**config.mk**
```make
export PLATFORM = sky130hd
export DESIGN_NAME = pll_ctl_regs
export DESIGN_NICKNAME = d
export VERILOG_FILES = /design/src/rtl/pll_ctl_pkg.sv /design/src/rtl/pll_cfg_regs.sv /design/src/rtl/pll_lock_waiter.sv /design/src/rtl/pll_rd_mux.sv /design/src/rtl/pll_ctl_regs.sv
export SDC_FILE = /design/constraint.sdc
export NUM_CORES = 1
export LEC_CHECK = 0
export ABC_AREA = 1
export BUFFER_PORTS_ARGS = -buffer_cell sky130_fd_sc_hd__buf_2
export CORE_AREA = 2 2 59 89
export DETAILED_ROUTE_END_ITERATION = 8
export DIE_AREA = 0 0 61 91
export PLACE_DENSITY_LB_ADDON = 0.1
export SLEW_MARGIN = 10
export SYNTH_ARGS = -nofsm -noshare
export SYNTH_HDL_FRONTEND = slang
export SYNTH_SLANG_ARGS = --single-unit
```
**constraint.sdc**
```tcl
create_clock -name clk -period 3 [get_ports clk]
set_input_delay 0.3 -clock clk [delete_from_list [all_inputs] [get_ports clk]]
set_output_delay 0.3 -clock clk [all_outputs]
set_load 0.05 [all_outputs]
```
**src/rtl/pll_ctl_pkg.sv**
```systemverilog
// Package: shared address map, bit positions and divider type for the
// PLL control block. Assumes byte addressing with 32-bit words.
package pll_ctl_pkg;

    localparam int ADDR_W = 4;

    localparam logic [ADDR_W-1:0] OFF_CTRL = 4'h0;
    localparam logic [ADDR_W-1:0] OFF_STAT = 4'h4;
    localparam logic [ADDR_W-1:0] OFF_DIV  = 4'h8;

    // Control word bit positions
    localparam int B_LOCK = 31;
    localparam int B_PD   = 7;
    localparam int B_BYP1 = 5;
    localparam int B_BYP2 = 4;

    // Divider word field LSB positions
    localparam int L_DIVR1 = 25;
    localparam int L_DIVR2 = 19;
    localparam int L_DIVF1 = 13;
    localparam int L_DIVF2 = 7;
    localparam int L_DIVQ  = 1;

    localparam int W_DIVR1 = 3;
    localparam int W_DIV6  = 6;

    // Status word bit positions
    localparam int S_BUSY = 0;
    localparam int S_DONE = 1;
    localparam int S_TO   = 2;
    localparam int S_PREP = 3;

    typedef struct packed {
        logic [W_DIVR1-1:0] divr1;
        logic [W_DIV6-1:0]  divr2;
        logic [W_DIV6-1:0]  divf1;
        logic [W_DIV6-1:0]  divf2;
        logic [W_DIV6-1:0]  divq;
    } pll_div_t;

endpackage

```
**src/rtl/pll_cfg_regs.sv**
```systemverilog
// Module: holds the control and divider fields, decodes writes and raises
// the start / cancel requests for the lock-wait sequencer.
// Assumes single-cycle write strobes and a synchronous active-low reset.
module pll_cfg_regs
    import pll_ctl_pkg::*;
(
    input  logic              clk,
    input  logic              rst_n,
    input  logic              wr_en,
    input  logic [ADDR_W-1:0] addr,
    input  logic [31:0]       wdata,
    output logic              pd_q,
    output logic              byp1_q,
    output logic              byp2_q,
    output pll_div_t          div_q,
    output logic              start_wait,
    output logic              skip_wait,
    output logic              cancel_wait
);

    logic wr_ctrl;
    logic wr_div;
    pll_div_t div_new;

    // Write decode for the two writable words
    always_comb begin
        wr_ctrl = wr_en && (addr == OFF_CTRL);
        wr_div  = wr_en && (addr == OFF_DIV);
    end

    // Extract divider fields from the write data
    always_comb begin
        div_new.divr1 = wdata[L_DIVR1 +: W_DIVR1];
        div_new.divr2 = wdata[L_DIVR2 +: W_DIV6];
        div_new.divf1 = wdata[L_DIVF1 +: W_DIV6];
        div_new.divf2 = wdata[L_DIVF2 +: W_DIV6];
        div_new.divq  = wdata[L_DIVQ  +: W_DIV6];
    end

    // Wait requests: power-up or bypass write while powered, divider write while powered
    always_comb begin
        start_wait  = (wr_ctrl && !wdata[B_PD]) || (wr_div && !pd_q);
        skip_wait   = wr_ctrl ? wdata[B_BYP2] : byp2_q;
        cancel_wait = wr_ctrl && wdata[B_PD];
    end

    // Control field storage, power-down set at reset
    always_ff @(posedge clk) begin
        if (!rst_n) begin
            pd_q   <= 1'b1;
            byp1_q <= 1'b0;
            byp2_q <= 1'b0;
        end else if (wr_ctrl) begin
            pd_q   <= wdata[B_PD];
            byp1_q <= wdata[B_BYP1];
            byp2_q <= wdata[B_BYP2];
        end
    end

    // Divider field storage
    always_ff @(posedge clk) begin
        if (!rst_n) begin
            div_q <= '0;
        end else if (wr_div) begin
            div_q <= div_new;
        end
    end

    AST_START_POWERED: assert property (@(posedge clk) disable iff (!rst_n)
        start_wait |=> !pd_q);

    AST_CANCEL_POWERS_DOWN: assert property (@(posedge clk) disable iff (!rst_n)
        cancel_wait |=> pd_q);

    AST_UNMAPPED_NO_EFFECT: assert property (@(posedge clk) disable iff (!rst_n)
        (wr_en && addr != OFF_CTRL && addr != OFF_DIV)
        |=> ($stable(pd_q) && $stable(byp1_q) && $stable(byp2_q) && $stable(div_q)));

endmodule

```
**src/rtl/pll_lock_waiter.sv**
```systemverilog
// Module: bounded lock-poll sequencer. A start either completes at once
// (full bypass) or polls lock_in each cycle until lock or timeout.
// Assumes lock_in is synchronous to clk.
module pll_lock_waiter #(
    parameter int CLK_MHZ    = 100,
    parameter int TIMEOUT_US = 70
) (
    input  logic clk,
    input  logic rst_n,
    input  logic start,
    input  logic skip,
    input  logic cancel,
    input  logic lock_in,
    output logic busy,
    output logic done,
    output logic timeout
);

    localparam int TIMEOUT_CYC = CLK_MHZ * TIMEOUT_US;
    localparam int CNT_W       = $clog2(TIMEOUT_CYC + 1);
    localparam logic [CNT_W-1:0] CNT_LAST = CNT_W'(TIMEOUT_CYC - 1);

    logic [CNT_W-1:0] cnt;

    // Poll state machine with timeout counter
    always_ff @(posedge clk) begin
        if (!rst_n) begin
            busy    <= 1'b0;
            done    <= 1'b0;
            timeout <= 1'b0;
            cnt     <= '0;
        end else if (cancel) begin
            busy <= 1'b0;
            cnt  <= '0;
        end else if (start) begin
            busy    <= !skip;
            done    <= skip;
            timeout <= 1'b0;
            cnt     <= '0;
        end else if (busy) begin
            if (lock_in) begin
                busy <= 1'b0;
                done <= 1'b1;
            end else if (cnt == CNT_LAST) begin
                busy    <= 1'b0;
                timeout <= 1'b1;
            end else begin
                cnt <= cnt + 1'b1;
            end
        end
    end

    AST_BUSY_EXCLUSIVE: assert property (@(posedge clk) disable iff (!rst_n)
        busy |-> (!done && !timeout));

    AST_DONE_TO_EXCLUSIVE: assert property (@(posedge clk) disable iff (!rst_n)
        !(done && timeout));

    AST_SKIP_COMPLETES: assert property (@(posedge clk) disable iff (!rst_n)
        (start && skip && !cancel) |=> (done && !busy));

    AST_LOCK_ENDS_WAIT: assert property (@(posedge clk) disable iff (!rst_n)
        (busy && lock_in && !start && !cancel) |=> (done && !busy));

    AST_CNT_BOUND: assert property (@(posedge clk) disable iff (!rst_n)
        cnt <= CNT_LAST);

endmodule

```
**src/rtl/pll_rd_mux.sv**
```systemverilog
// Module: assembles the three readable words and selects one by address.
// Assumes unmapped addresses must read zero.
module pll_rd_mux
    import pll_ctl_pkg::*;
(
    input  logic [ADDR_W-1:0] addr,
    input  logic              lock_in,
    input  logic              pd_q,
    input  logic              byp1_q,
    input  logic              byp2_q,
    input  pll_div_t          div_q,
    input  logic              busy,
    input  logic              done,
    input  logic              timeout,
    output logic [31:0]       rdata
);

    logic [31:0] w_ctrl;
    logic [31:0] w_stat;
    logic [31:0] w_div;

    // Build each word from its fields, unused bits zero
    always_comb begin
        w_ctrl         = '0;
        w_ctrl[B_LOCK] = lock_in;
        w_ctrl[B_PD]   = pd_q;
        w_ctrl[B_BYP1] = byp1_q;
        w_ctrl[B_BYP2] = byp2_q;

        w_stat         = '0;
        w_stat[S_BUSY] = busy;
        w_stat[S_DONE] = done;
        w_stat[S_TO]   = timeout;
        w_stat[S_PREP] = !pd_q;

        w_div                         = '0;
        w_div[L_DIVR1 +: W_DIVR1]     = div_q.divr1;
        w_div[L_DIVR2 +: W_DIV6]      = div_q.divr2;
        w_div[L_DIVF1 +: W_DIV6]      = div_q.divf1;
        w_div[L_DIVF2 +: W_DIV6]      = div_q.divf2;
        w_div[L_DIVQ  +: W_DIV6]      = div_q.divq;
    end

    // Address select
    always_comb begin
        case (addr)
            OFF_CTRL: rdata = w_ctrl;
            OFF_STAT: rdata = w_stat;
            OFF_DIV:  rdata = w_div;
            default:  rdata = '0;
        endcase
    end

endmodule

```
**src/rtl/pll_ctl_regs.sv**
```systemverilog
// Module: top of the PLL control block. Connects the field registers, the
// lock-wait sequencer and the read mux, and drives the PLL control pins.
// Assumes lock_in is synchronous to clk and writes are single-cycle strobes.
module pll_ctl_regs
    import pll_ctl_pkg::*;
#(
    parameter int CLK_MHZ    = 100,
    parameter int TIMEOUT_US = 70
) (
    input  logic              clk,
    input  logic              rst_n,
    input  logic              wr_en,
    input  logic [ADDR_W-1:0] addr,
    input  logic [31:0]       wdata,
    output logic [31:0]       rdata,
    input  logic              lock_in,
    output logic              pll_pd,
    output logic              pll_byp1,
    output logic              pll_byp2,
    output logic [2:0]        pll_divr1,
    output logic [5:0]        pll_divr2,
    output logic [5:0]        pll_divf1,
    output logic [5:0]        pll_divf2,
    output logic [5:0]        pll_divq,
    output logic              wait_busy,
    output logic              wait_done,
    output logic              wait_timeout
);

    pll_div_t div_q;
    logic     start_wait;
    logic     skip_wait;
    logic     cancel_wait;

    pll_cfg_regs u_regs (
        .clk         (clk),
        .rst_n       (rst_n),
        .wr_en       (wr_en),
        .addr        (addr),
        .wdata       (wdata),
        .pd_q        (pll_pd),
        .byp1_q      (pll_byp1),
        .byp2_q      (pll_byp2),
        .div_q       (div_q),
        .start_wait  (start_wait),
        .skip_wait   (skip_wait),
        .cancel_wait (cancel_wait)
    );

    pll_lock_waiter #(
        .CLK_MHZ    (CLK_MHZ),
        .TIMEOUT_US (TIMEOUT_US)
    ) u_wait (
        .clk     (clk),
        .rst_n   (rst_n),
        .start   (start_wait),
        .skip    (skip_wait),
        .cancel  (cancel_wait),
        .lock_in (lock_in),
        .busy    (wait_busy),
        .done    (wait_done),
        .timeout (wait_timeout)
    );

    pll_rd_mux u_rd (
        .addr    (addr),
        .lock_in (lock_in),
        .pd_q    (pll_pd),
        .byp1_q  (pll_byp1),
        .byp2_q  (pll_byp2),
        .div_q   (div_q),
        .busy    (wait_busy),
        .done    (wait_done),
        .timeout (wait_timeout),
        .rdata   (rdata)
    );

    // Divider fields out to the PLL
    always_comb begin
        pll_divr1 = div_q.divr1;
        pll_divr2 = div_q.divr2;
        pll_divf1 = div_q.divf1;
        pll_divf2 = div_q.divf2;
        pll_divq  = div_q.divq;
    end

    AST_PD_STOPS_WAIT: assert property (@(posedge clk) disable iff (!rst_n)
        pll_pd |-> !wait_busy);

    AST_DIV_WRITE_POWERED_DOWN: assert property (@(posedge clk) disable iff (!rst_n)
        (wr_en && addr == OFF_DIV && pll_pd && !wait_busy) |=> !wait_busy);

endmodule

```
After elaboration in Yosys (flattened, before gate mapping)
Cells that the tools add are included.
{ "classes": {"n_addsub": 1, "n_eq_ne": 4, "n_mux": 13, "bitwise_logic": 4, "reduce_logical": 18} }
{ "ops": {"columns": ["cell", "count"], "rows": [
  ["32-bit one-hot mux with 3 select lines", 1],
  ["13-bit by 1-bit adder with 13-bit output (second input constant)", 1],
  ["13-bit == test (second input constant)", 1],
  ["1-bit 2-to-1 mux", 12],
  ["3-bit AND reduction", 2],
  ["2-bit nonzero test", 3],
  ["1-bit logical AND", 5],
  ["4-bit by 3-bit == test with 1-bit output (second input constant)", 1],
  ["4-bit == test (second input constant)", 1],
  ["4-bit logical NOT", 1],
  ["1-bit inverter", 4],
  ["4-bit AND reduction", 1],
  ["1-bit logical NOT", 3],
  ["3-bit OR reduction", 1],
  ["2-bit by 1-bit inequality test with 1-bit output (second input constant)", 1],
  ["2-bit OR reduction", 1],
  ["1-bit logical OR", 1]
]} }
{ "totals": {"register_bits": 46, "in_bits": 40, "out_inout_bits": 65, "elab_cells": 52} }

Logic depth before layout (Yosys ltp)
{ "depth": {"ltp_word": 6, "depth_mapped": 10, "depth_no_buf": 9} }

By module
Synthesis repeated with hierarchy kept, for this count alone.
{ "unflattened": {"cells_unflattened": 441, "hier_area_um2": 2847.7} }
{ "by_module_without_submodules": {"columns": ["mod", "instances", "cells_per_inst", "area_each_um2", "seq_area_each_um2"], "rows": [
  ["pll_cfg_regs", 1, 207, 1395.1, 600.6],
  ["pll_lock_waiter", 1, 155, 1026.0, 320.3],
  ["pll_rd_mux", 1, 79, 426.7, 0.0]
]} }

Least setup slack after synthesis
Ideal clock, no wire load.
{ "synth_timing": {"path_kind": "in2out", "start": "input addr[1]", "end": "output rdata[10]", "t_arrival_ns": 1.617, "t_required_ns": 2.700, "slack_ns": 1.083, "stages": 5, "n_path_buf": 1, "cell_sequence": "nor2_4 > and2_1 > clkinv_1 > buf_2 > nor2_1"} }
{ "synth_via": {"elab_chain_cells": 2, "word_cells_on_any_way": 4, "cone_classes": "eq/ne (2); mux (1); reduce/logical (1)"} }
{ "synth_lines": {"columns": ["element", "line", "rtl"], "rows": [
  ["from (decl)", "pll_ctl_regs.sv:13", "input logic [ADDR_W-1:0] addr,"],
  ["4-bit == test, or another cell as far along", "pll_rd_mux.sv:46", "case (addr)"],
  ["32-bit one-hot mux with 3 select lines (*)", "pll_rd_mux.sv:46", null],
  ["to (decl)", "pll_ctl_regs.sv:15", "output logic [31:0] rdata,"]
]} }
Every way passes the cells marked *; elsewhere a longest branch is shown, timed or not.

Worst setup path after layout
{ "layout_timing": {"start": "register u_wait.cnt[0]", "end": "register u_wait.cnt[10]"} }
{ "layout_via": {"elab_chain_cells": 3, "word_cells_on_any_way": 4, "cone_classes": "add/sub (1); eq/ne (1); bitwise (1); reduce/logical (1)"} }
{ "layout_lines": {"columns": ["element", "line", "rtl"], "rows": [
  ["from (decl)", "pll_lock_waiter.sv:23", "logic [CNT_W-1:0] cnt;"],
  ["from (signal assigned)", "pll_lock_waiter.sv:48", "cnt <= cnt + 1'b1;"],
  ["parallel branches: the longest is 3 deep, another holds 13-bit by 1-bit adder with 13-bit output", null, null]
]} }
Several ways; the timed one is not identified.
A chain may end at the register's enable or synchronous reset.

==> reports/qor.tcl <==
set qor(yosys_register_bits) 46
set qor(swShare_pct) 26.1
set qor(leakage_nw) 1.27
set qor(dp_slack_ns) 1.01
set qor(wl_um) 5830
set qor(period_minus_slack_ns) 1.99
set qor(pwr_density_cell_mw_per_mm2) 393
set qor(setup_viol_count_final) 0
set qor(setup_slack_ns) 1.01
set qor(clock_tree_from_tritoncts) {yes}
set qor(internal_power_mw) 0.833
set qor(pwr-share-clk_pct) 33.1
set qor(number_of_clock_sinks_seen_by_cts) 46
set qor(cts_buf_count) 5
set qor(floorplan.die.height_um) 91
set qor(drc) 0
set qor(cts-htree-levels) 2
set qor(mostFrequentLayoutCell) {sky130_fd_sc_hd__buf_2}
set qor(grt_start_max_net_pins) 55
set qor(vdd.ir_drop.worst_mv) 0.289
set qor(drt_iter0_drc) 108
set qor(timing.fmax_mhz) 502
set qor(totalNegativeSetupSlack_ns) 0
set qor(pwr-share-comb_pct) 11.5
set qor(synth_edf_count) 0
set qor(drt-vias-per-instance) 4.77
set qor(critical-path-top-delay-family) {simple AND/OR/NAND/NOR gates}
set qor(timing.critical_path.slowest_cell_delay_ns) 0.43
set qor(timing.hold.worst.class) {input port to flip-flop}
set qor(first_global_vias) 2153
set qor(grt_overflow_total) 0
set qor(most_frequent_cells_in_the_layout) {sky130_fd_sc_hd__buf_2, sky130_fd_sc_hd__nand2_1, sky130_fd_sc_hd__inv_1}
set qor(cp_cell_sequence) {ha_1 > nand2_1 > nor2_1 > nand3_2 > nand2_2 > inv_1 > nand2_1 > a21oi_2}
set qor(total_switching_power_mw) 0.294
set qor(synth_sequential_area_ratio_pct) 39.7
set qor(slowest_stage) {sky130_fd_sc_hd__dfxtp_1}
set qor(yosys.area.top_type_share_pct) 39.7
set qor(clk_pin_slew_ns) 0.08
set qor(postLayoutCoreUtil_pct) 60.1
set qor(asr_flop_ratio_synth_pct) 0
set qor(place.port_buffers) 96
set qor(synth.largest_area_cell) {sky130_fd_sc_hd__dfxtp_1}
set qor(wire_length_of_the_first_global_routing_pass_um) 9330
set qor(max_slew.worst_pin.slew_ns) 0.812
set qor(ant_nets) 0
set qor(initial_antenna_violation_count) 0
set qor(timing.final.crit_share_pct) 66.4
set qor(power_frac_seq_pct) 55.4
set qor(core_area_mm2) 0.00477
set qor(synthesis.area_per_instance_um2) 6.88
set qor(syn_inst) 337
set qor(antennaDiodeCount) 0
set qor(vias_post_dr) 2338
set qor(final_design_area_no_fill_mm2) 0.00287
set qor(hold_bufs_inserted_after_cts) 0
set qor(chip_width_um) 61
set qor(rows) 31
set qor(1st_pass_router_iterations) 4
set qor(critPathMostFrequentCell) {sky130_fd_sc_hd__nand2_1}
set qor(drive_above_1_share_pct) 29.5
set qor(crit_fanout) 12
set qor(synth_top_flop_cell) {sky130_fd_sc_hd__dfxtp_1}
set qor(initial_standard_cell_utilization_of_the_core_pct) 48.6
set qor(globalRouteTotalUtil_pct) 21.6
set qor(run_status) {finished clean}
set qor(critical_path.endpoint_type) {flip-flop}
set qor(timing_worst_setup_path_type) {flip-flop to flip-flop}
set qor(full_die_area_mm2) 0.00555
set qor(crit_arrival_ns) 2.17
set qor(worstPathBufferInverterCount) 1
set qor(maxSlewHeadroom_pct) 45.7
set qor(clk-insertion-delay-late_ns) 0.29
set qor(hold_viol_final) 0
set qor(finalHoldWorstSlack_ns) 0.281
set qor(top_cells_by_area_in_the_synthesized_netlist) {sky130_fd_sc_hd__dfxtp_1, sky130_fd_sc_hd__nand2_1, sky130_fd_sc_hd__inv_1}
set qor(place.detailed.hpwl_um) 4360
set qor(dpl-instance-area_mm2) 0.00278
set qor(routability_cong) 0.929
set qor(final_nets) 466
set qor(worst_ep_required_time_ns) 3.18
set qor(layout.filler_cells) 490
set qor(root_buffer) {sky130_fd_sc_hd__clkbuf_8}
set qor(number_of_ports_placed_on_the_die_boundary) 105
set qor(synth.distinct_cells) 29
set qor(finalClockSkew_ns) 0.00104
set qor(drv_cap) 0
set qor(slew_violations) 0
set qor(yosysWarnings) 0
set qor(clock_tree.buffer_depth) 2
set qor(synthesis.area_mm2) 0.00232
set qor(areaGrowthSynthToFinish_pct) 23.7
set qor(avgRoutedWirePerCell_um) 11.9
set qor(timing.critical_path.from_type) {flip-flop}
set qor(ctsResizeCount) 0
set qor(rsz0062_at_grt) {false}
set qor(cts_post_setup_buffers_inserted) 0
==> power by group through the flow <==
| stage | combinational, mW | sequential, mW | clock [mW] |
|---|---|---|---|
| 5_1_grt | 0.142 | 0.625 | 0.405 |
| 3_5_place_dp | 0.130 | 0.638 | 0 |
| 2_1_floorplan | 0.0592 | 0.671 | 0 |
| 3_3_place_gp | 0.129 | 0.638 | 0 |
| 6_report | 0.130 | 0.624 | 0.373 |
| 4_1_cts | 0.131 | 0.624 | 0.390 |
==> worst paths after layout <==
check,start,end,slack (ns),cells past startpoint
worst min-delay path,wdata[20],u_regs.div_q[19],0.28,3
worst max register to register,u_wait.cnt[0],u_wait.cnt[10],1.01,8
worst max-delay path,u_wait.cnt[0],u_wait.cnt[10],1.01,8
worst min register to register,u_regs.div_q[1],u_regs.div_q[1],0.47,2
==> cell type report <==
type / count / area (um^2) / area share, %
Tap cell: 66 / 82.6 / 2.88
Sequential cell: 46 / 921 / 32.1
Timing Repair Buffer: 97 / 488 / 17.0
Inverter: 54 / 203 / 7.07
Multi-Input combinational cell: 221 / 1090 / 38.0
Clock buffer: 6 / 82.6 / 2.88
==> metal layers <==
metal	wire length (um)	GRT usage (%)	vias up
li1	-	-	1223
met1	2330	23.7	1028
met2	2950	36.7	73
met3	381	6.13	14
met4	180	10.1	0
met5	0	0	-
==> kinds of logic (layout without fill, tap and decap cells) <==
logic type	Yosys count	in the layout	share of synthesized area (%)
buffers and inverters	72	157	13.6
AND/OR/NAND/NOR	133	133	24.9
XOR/XNOR	5	5	1.89
flip-flops	46	46	39.7
adder cells (fa/ha/maj)	1	1	0.540
other	1	3	0.162
AO/OA/AOI/OAI	79	79	19.1
==> through the flow <==
| step | instances | total power, mW |
|---|---|---|
| global placement | 484 | 0.767 |
| finish | 490 | 1.13 |
| global route | 490 | 1.17 |
| CTS | 490 | 1.14 |
| floorplan | 339 | 0.730 |
| detailed placement | 484 | 0.768 |
==> synthesized netlist by cell type, types with 6 or more instances <==
| cell type | instances |
|---|---|
| sky130_fd_sc_hd__nand2_1 | 58 |
| sky130_fd_sc_hd__a21oi_1 | 30 |
| sky130_fd_sc_hd__dfxtp_1 | 46 |
| sky130_fd_sc_hd__o22ai_1 | 6 |
| sky130_fd_sc_hd__a21oi_2 | 10 |
| sky130_fd_sc_hd__nand3_1 | 12 |
| sky130_fd_sc_hd__inv_1 | 52 |
| sky130_fd_sc_hd__o21ai_0 | 31 |
| sky130_fd_sc_hd__buf_2 | 6 |
| sky130_fd_sc_hd__nor2_1 | 44 |
==> state kept, by name (all words and copies together), names as in the netlist <==
| signal | cells |
|---|---|
| u_wait.cnt | 13 |
| u_regs.div_q | 27 |
| u_regs.byp1_q | 1 |
| u_regs.byp2_q | 1 |
| u_wait.busy | 1 |
| u_regs.pd_q | 1 |
| u_wait.done | 1 |
| u_wait.timeout | 1 |
==> worst reg2reg max path: stages (launching register included) <==
cell and delay, ns:
sky130_fd_sc_hd__dfxtp_1 0.43, sky130_fd_sc_hd__ha_1 0.37, sky130_fd_sc_hd__nand2_1 0.09, sky130_fd_sc_hd__nor2_1 0.18, sky130_fd_sc_hd__nand3_2 0.13, sky130_fd_sc_hd__nand2_2 0.23
sky130_fd_sc_hd__inv_1 0.26, sky130_fd_sc_hd__nand2_1 0.15, sky130_fd_sc_hd__a21oi_2 0.05
Note: power is estimated with default switching activity, not from simulation.
